## config.mk

```make
export PLATFORM = sky130hd
export DESIGN_NAME = access_align_guard
export DESIGN_NICKNAME = d
export VERILOG_FILES = /design/src/rtl/align_pkg.sv /design/src/rtl/align_detect.sv /design/src/rtl/align_policy.sv /design/src/rtl/fault_status.sv /design/src/rtl/access_align_guard.sv
export SDC_FILE = /design/constraint.sdc
export NUM_CORES = 1
export LEC_CHECK = 0
export ABC_AREA = 0
export BUFFER_PORTS_ARGS = -buffer_cell sky130_fd_sc_hd__buf_2
export CAP_MARGIN = 15
export CORE_UTILIZATION = 38
export DETAILED_ROUTE_END_ITERATION = 8
export PLACE_DENSITY = 0.68
export SLEW_MARGIN = 25
export SYNTH_ARGS = -nofsm -noshare
export SYNTH_HDL_FRONTEND = slang
export SYNTH_HIERARCHICAL = 1
export SYNTH_SLANG_ARGS = --single-unit
```

## constraint.sdc

```tcl
create_clock -name clk -period 2.5 [get_ports clk]
set_clock_uncertainty 0.05 [all_clocks]
set_input_delay 0.125 -clock clk [delete_from_list [all_inputs] [get_ports clk]]
set_output_delay 0.125 -clock clk [all_outputs]
set_load 0.05 [all_outputs]
```

## src/rtl/align_pkg.sv

```systemverilog
package align_pkg;

    localparam int SIZE_W = 3;
    localparam int CLS_W  = 2;

    typedef enum logic [SIZE_W-1:0] {
        SZ_BYTE  = 3'd0,
        SZ_HALF  = 3'd1,
        SZ_WORD  = 3'd2,
        SZ_DUAL  = 3'd3,
        SZ_MULTI = 3'd4
    } acc_size_e;

    typedef enum logic [CLS_W-1:0] {
        CLS_GENERAL  = 2'd0,
        CLS_WORD_UNA = 2'd1,
        CLS_HALF_UNA = 2'd2,
        CLS_GENERAL2 = 2'd3
    } acc_cls_e;

    typedef enum logic [1:0] {
        ST_EMPTY   = 2'd0,
        ST_HELD    = 2'd1,
        ST_OVERRUN = 2'd2
    } flt_state_e;

endpackage

```

## src/rtl/align_detect.sv

```systemverilog
module align_detect
    import align_pkg::*;
(
    input  logic [SIZE_W-1:0] size,
    input  logic [1:0]        addr_lo,
    output logic              mis
);
    always_comb begin
        unique case (size)
            SZ_BYTE: mis = 1'b0;
            SZ_HALF: mis = addr_lo[0];
            default: mis = |addr_lo;
        endcase
    end
endmodule

```

## src/rtl/align_policy.sv

```systemverilog
module align_policy
    import align_pkg::*;
(
    input  logic              mis,
    input  logic [SIZE_W-1:0] size,
    input  logic [CLS_W-1:0]  cls,
    input  logic              trap_all,
    output logic              fault
);
    logic tolerant;

    always_comb begin
        unique case (cls)
            CLS_WORD_UNA: tolerant = (size == SZ_WORD);
            CLS_HALF_UNA: tolerant = (size == SZ_HALF);
            default:      tolerant = 1'b0;
        endcase
        fault = mis && (trap_all || !tolerant);
    end
endmodule

```

## src/rtl/fault_status.sv

```systemverilog
module fault_status
    import align_pkg::*;
#(
    parameter int ADDR_W = 32
)(
    input  logic              clk,
    input  logic              rst_n,
    input  logic              hit,
    input  logic              clr,
    input  logic [ADDR_W-1:0] hit_addr,
    input  logic [SIZE_W-1:0] hit_size,
    output logic              pulse,
    output logic              held,
    output logic              overrun,
    output logic [ADDR_W-1:0] addr_q,
    output logic [SIZE_W-1:0] size_q
);
    flt_state_e state_q, state_d;
    logic       load;

    always_comb begin
        state_d = state_q;
        load    = 1'b0;
        unique case (state_q)
            ST_EMPTY: begin
                if (hit) begin
                    state_d = ST_HELD;       // T_CAPTURE
                    load    = 1'b1;
                end
            end
            ST_HELD: begin
                if (hit && clr) begin
                    state_d = ST_HELD;       // T_RECAPTURE
                    load    = 1'b1;
                end else if (hit) begin
                    state_d = ST_OVERRUN;    // T_SPILL
                end else if (clr) begin
                    state_d = ST_EMPTY;      // T_RELEASE
                end
            end
            ST_OVERRUN: begin
                if (hit && clr) begin
                    state_d = ST_HELD;       // T_RECAPTURE
                    load    = 1'b1;
                end else if (clr) begin
                    state_d = ST_EMPTY;      // T_RELEASE
                end
            end
            default: state_d = ST_EMPTY;
        endcase
    end

    always_ff @(posedge clk) begin
        if (!rst_n) state_q <= ST_EMPTY;
        else        state_q <= state_d;
    end

    always_ff @(posedge clk) begin
        if (!rst_n) begin
            pulse  <= 1'b0;
            addr_q <= '0;
            size_q <= '0;
        end else begin
            pulse <= hit;
            if (load) begin
                addr_q <= hit_addr;
                size_q <= hit_size;
            end
        end
    end

    always_comb begin
        held    = (state_q != ST_EMPTY);
        overrun = (state_q == ST_OVERRUN);
    end
endmodule

```

## src/rtl/access_align_guard.sv

```systemverilog
module access_align_guard
    import align_pkg::*;
#(
    parameter int ADDR_W = 32
)(
    input  logic              clk,
    input  logic              rst_n,
    input  logic              req_valid,
    input  logic [ADDR_W-1:0] req_addr,
    input  logic [2:0]        req_size,
    input  logic [1:0]        req_cls,
    input  logic              trap_all,
    input  logic              clr,
    output logic              grant,
    output logic              misaligned,
    output logic              fault_pulse,
    output logic              flt_valid,
    output logic              flt_overrun,
    output logic [ADDR_W-1:0] flt_addr,
    output logic [2:0]        flt_size
);
    logic mis_raw;
    logic fault_raw;
    logic fault_now;

    align_detect u_detect (
        .size    (req_size),
        .addr_lo (req_addr[1:0]),
        .mis     (mis_raw)
    );

    align_policy u_policy (
        .mis      (mis_raw),
        .size     (req_size),
        .cls      (req_cls),
        .trap_all (trap_all),
        .fault    (fault_raw)
    );

    always_comb begin
        fault_now  = req_valid && fault_raw;
        misaligned = req_valid && mis_raw;
        grant      = req_valid && !fault_raw;
    end

    fault_status #(.ADDR_W(ADDR_W)) u_status (
        .clk      (clk),
        .rst_n    (rst_n),
        .hit      (fault_now),
        .clr      (clr),
        .hit_addr (req_addr),
        .hit_size (req_size),
        .pulse    (fault_pulse),
        .held     (flt_valid),
        .overrun  (flt_overrun),
        .addr_q   (flt_addr),
        .size_q   (flt_size)
    );
endmodule

```

==> impl_metrics.yaml <==
place:
  port_buffers: 81
  place_ws_ns: 0.504
  dpl_cell_area_mm2: 0.00214
  place_congestion: 0.781
  dp_hpwl_mm: 2.45
sta:
  rsz0062_at_grt: "false"
  setup_viol: 0
  slew_headroom_pct: 64.2
  fin_ws_ns: 0.746
  tns_ns: 0
  min_period_ns: 1.75
  worst_pin_slew_ns: 0.537
  timing.fmax_mhz: 570
  slew_violations: 0
  final-hold-violation-count: 0
  period_share_pct: 70.2
route:
  wl_mm: 3.41
  drc_errors: 0
  ant_nets: 0
  vias: 1467
  detail_route.vias_per_cell: 4.60
  drt_iter0_markers: 52
  firstDrtPassIters: 4
  wl_per_cell_um: 10.7
hold_path:
  min_path_type: "in -> reg"
worst_setup_path:
  reg2reg_slack_ns: 0.75
  crit_path_end: "u_status/addr_q[18]$_SDFFE_PN0P_"
  end_kind: "register"
  reg2reg_to: "u_status/addr_q[18]$_SDFFE_PN0P_"
  crit_fanout: 35
  worstRegToRegCells: 6
  worstPathArrival_ns: 1.91
  critPathKind: "reg -> reg"
  required_ns: 2.66
  r2r_start: "u_status/state_q[0]$_SDFFE_PN0P_"
  crit_path_start_kind: "register"
  worstSetupStartpoint: "u_status/state_q[0]$_SDFFE_PN0P_"
clocking:
  ctsRootBufferMaster: "clkbuf_8"
  htree_levels: 2
  clk_path_buf_depth: 2
  clkTransAtPathRegs_ns: 0.07
  cts_tree: "done"
  post_cts_buffers: 0
  worstSkewPairLatency_ns: 0.28
  cts-hold-fix-buffers: 0
  cts.repair.resized: 0
  clock_sinks: 38
  cts_buffers: 5
final_layout:
  final_cell_area_mm2: 0.00223
  fill_cells: 440
  area_growth_pct: 29.3
  layout.nets: 313
  n_antenna_cell: 0
  layout-drive-gt1-share_pct: 35.2
  post-route-util_pct: 51.2
synthesis:
  synth_area_leaders: "dfxtp_1, mux2i_1, nand2_1"
  synth_top_area_share_pct: 44.1
  synth_top_area_cell: "dfxtp_1"
  synthesis.area_mm2: 0.00173
  syn_nets: 235
  ys_warn_count: 6
  synthCells: 188
  ys_seq_area_share_pct: 44.1
  postSynthAreaPerCell_um2: 9.18
  yosysUniqueCellTypes: 28
  ys_ff_latch: 38
floorplanning:
  coreArea_mm2: 0.00435
  rows: 24
  die_x_um: 69.4
  ios: 82
  start_util_pct: 39.6
  die_area_mm2: 0.00481
  dieHeight_um: 69.4
pwr:
  p_leak_nw: 1.13
  powerDensity_mw_per_mm2: 665
  max-vdd-ir-drop_mv: 0.392
global_routing:
  grtUsageMet2_pct: 26.9
  antenna_found_initial: 0
  track_usage_pct: 15.1
  grt_remaining_overflow: 0
  met3_usage_pct: 5.81
  grt_max_degree: 45
  grt_pass1_wl_mm: 5.84
  grtUsageMet1_pct: 16.3
  grt_pass1_vias: 1383
  gr-max-usage-layer: "met2"
outcome:
  status: "complete, no violations"
flow_run:
  cap_violations: 0
[synthesized netlist by cell type]
| cell | number |
|---|---|
| inv_1 | 5 |
| nor2_1 | 1 |
| buf_6 | 1 |
| nor2b_1 | 1 |
| o31a_1 | 1 |
| o21ai_0 | 1 |
| buf_2 | 1 |
| and2b_2 | 1 |
| and3b_1 | 1 |
| clkbuf_1 | 5 |
| a21oi_1 | 2 |
| nand2_1 | 73 |
| o41a_1 | 1 |
| nor3b_2 | 1 |
| and2_2 | 1 |
| o41ai_1 | 1 |
| and4bb_2 | 1 |
| o31ai_1 | 1 |
| o22ai_1 | 1 |
| and2_1 | 2 |
| dfxtp_1 | 38 |
| o2111ai_1 | 1 |
| o21bai_1 | 1 |
| o211a_1 | 1 |
| buf_1 | 2 |
| ha_1 | 5 |
| mux2i_1 | 35 |
| buf_12 | 3 |
[how the worst min path moves through the flow]
stage	startpoint	end	slack, ns	cells after the start
2_1_floorplan	req_addr[11]	u_status/addr_q[11]$_SDFFE_PN0P_	0.22	2
3_3_place_gp	req_addr[13]	u_status/addr_q[13]$_SDFFE_PN0P_	0.32	3
3_5_place_dp	req_addr[23]	u_status/addr_q[23]$_SDFFE_PN0P_	0.33	3
4_1_cts	req_addr[30]	u_status/addr_q[30]$_SDFFE_PN0P_	0.02	3
5_1_grt	req_addr[5]	u_status/addr_q[5]$_SDFFE_PN0P_	0.02	3
6_report	req_addr[30]	u_status/addr_q[30]$_SDFFE_PN0P_	0.03	3
[area by class of cell]
type / instances / area (um2) / area share (%)
inverter: 5 / 18.8 / 0.841
clock buffer: 7 / 86.3 / 3.87
tap: 52 / 65.1 / 2.92
clock inverter: 1 / 5.00 / 0.224
sequential: 38 / 761 / 34.1
timing repair buffer: 83 / 445 / 20.0
multi-input combinational: 133 / 850 / 38.1
[registers in the layout (all words and copies together) (netlist names)]
register          cells
u_status/state_q      2
u_status/pulse        1
u_status/size_q       3
u_status/addr_q      32
[layout by cell type, fill, tap and decap left out, types with 2 or more instances in the layout]
master	n
buf_2	81
nand2_1	73
dfxtp_1	38
mux2i_1	35
clkbuf_8	6
inv_1	5
ha_1	5
and2_1	2
a21oi_1	2
buf_12	2
[per-stage QoR]
step                instances  power (W)  hold WS (ns)
floorplan                 188   0.000996         0.217
global placement          311    0.00108         0.324
detailed placement        311    0.00108         0.332
CTS                       319    0.00151        0.0198
global route              319    0.00157        0.0241
finish                    319    0.00148        0.0300
[metal layers]
layer,vias to the layer above,wire (um)
met3,2,190
met4,0,17
li1,767,-
met1,659,1460
met2,39,1740
met5,-,0
[where the power goes]
part / internal, W / switching, W / total [W]
clock network: 0.000222 / 0.000195 / 0.000417
logic: 0.000124 / 0.000274 / 0.000398
registers: 0.000650 / 0.0000202 / 0.000670
total: 0.000996 / 0.000489 / 0.00148
[critical path, cell delays in order, from the launching register on]
cell     delay [ns]
dfxtp_1        0.39
inv_1          0.11
ha_1           0.30
a21oi_1        0.10
nor3b_4        0.22
buf_12         0.28
mux2i_1        0.23
[kinds of logic after synthesis]
| logic type | count (synthesis) | synth area share (%) |
|---|---|---|
| AOI/OAI and AO/OA | 11 | 4.86 |
| buffers and inverters | 17 | 7.03 |
| DFF | 38 | 44.1 |
| adders and majority gates | 5 | 3.63 |
| and+or+nand+nor | 82 | 20.1 |
| muxes | 35 | 20.3 |
Power figures use the tool's default switching activity.
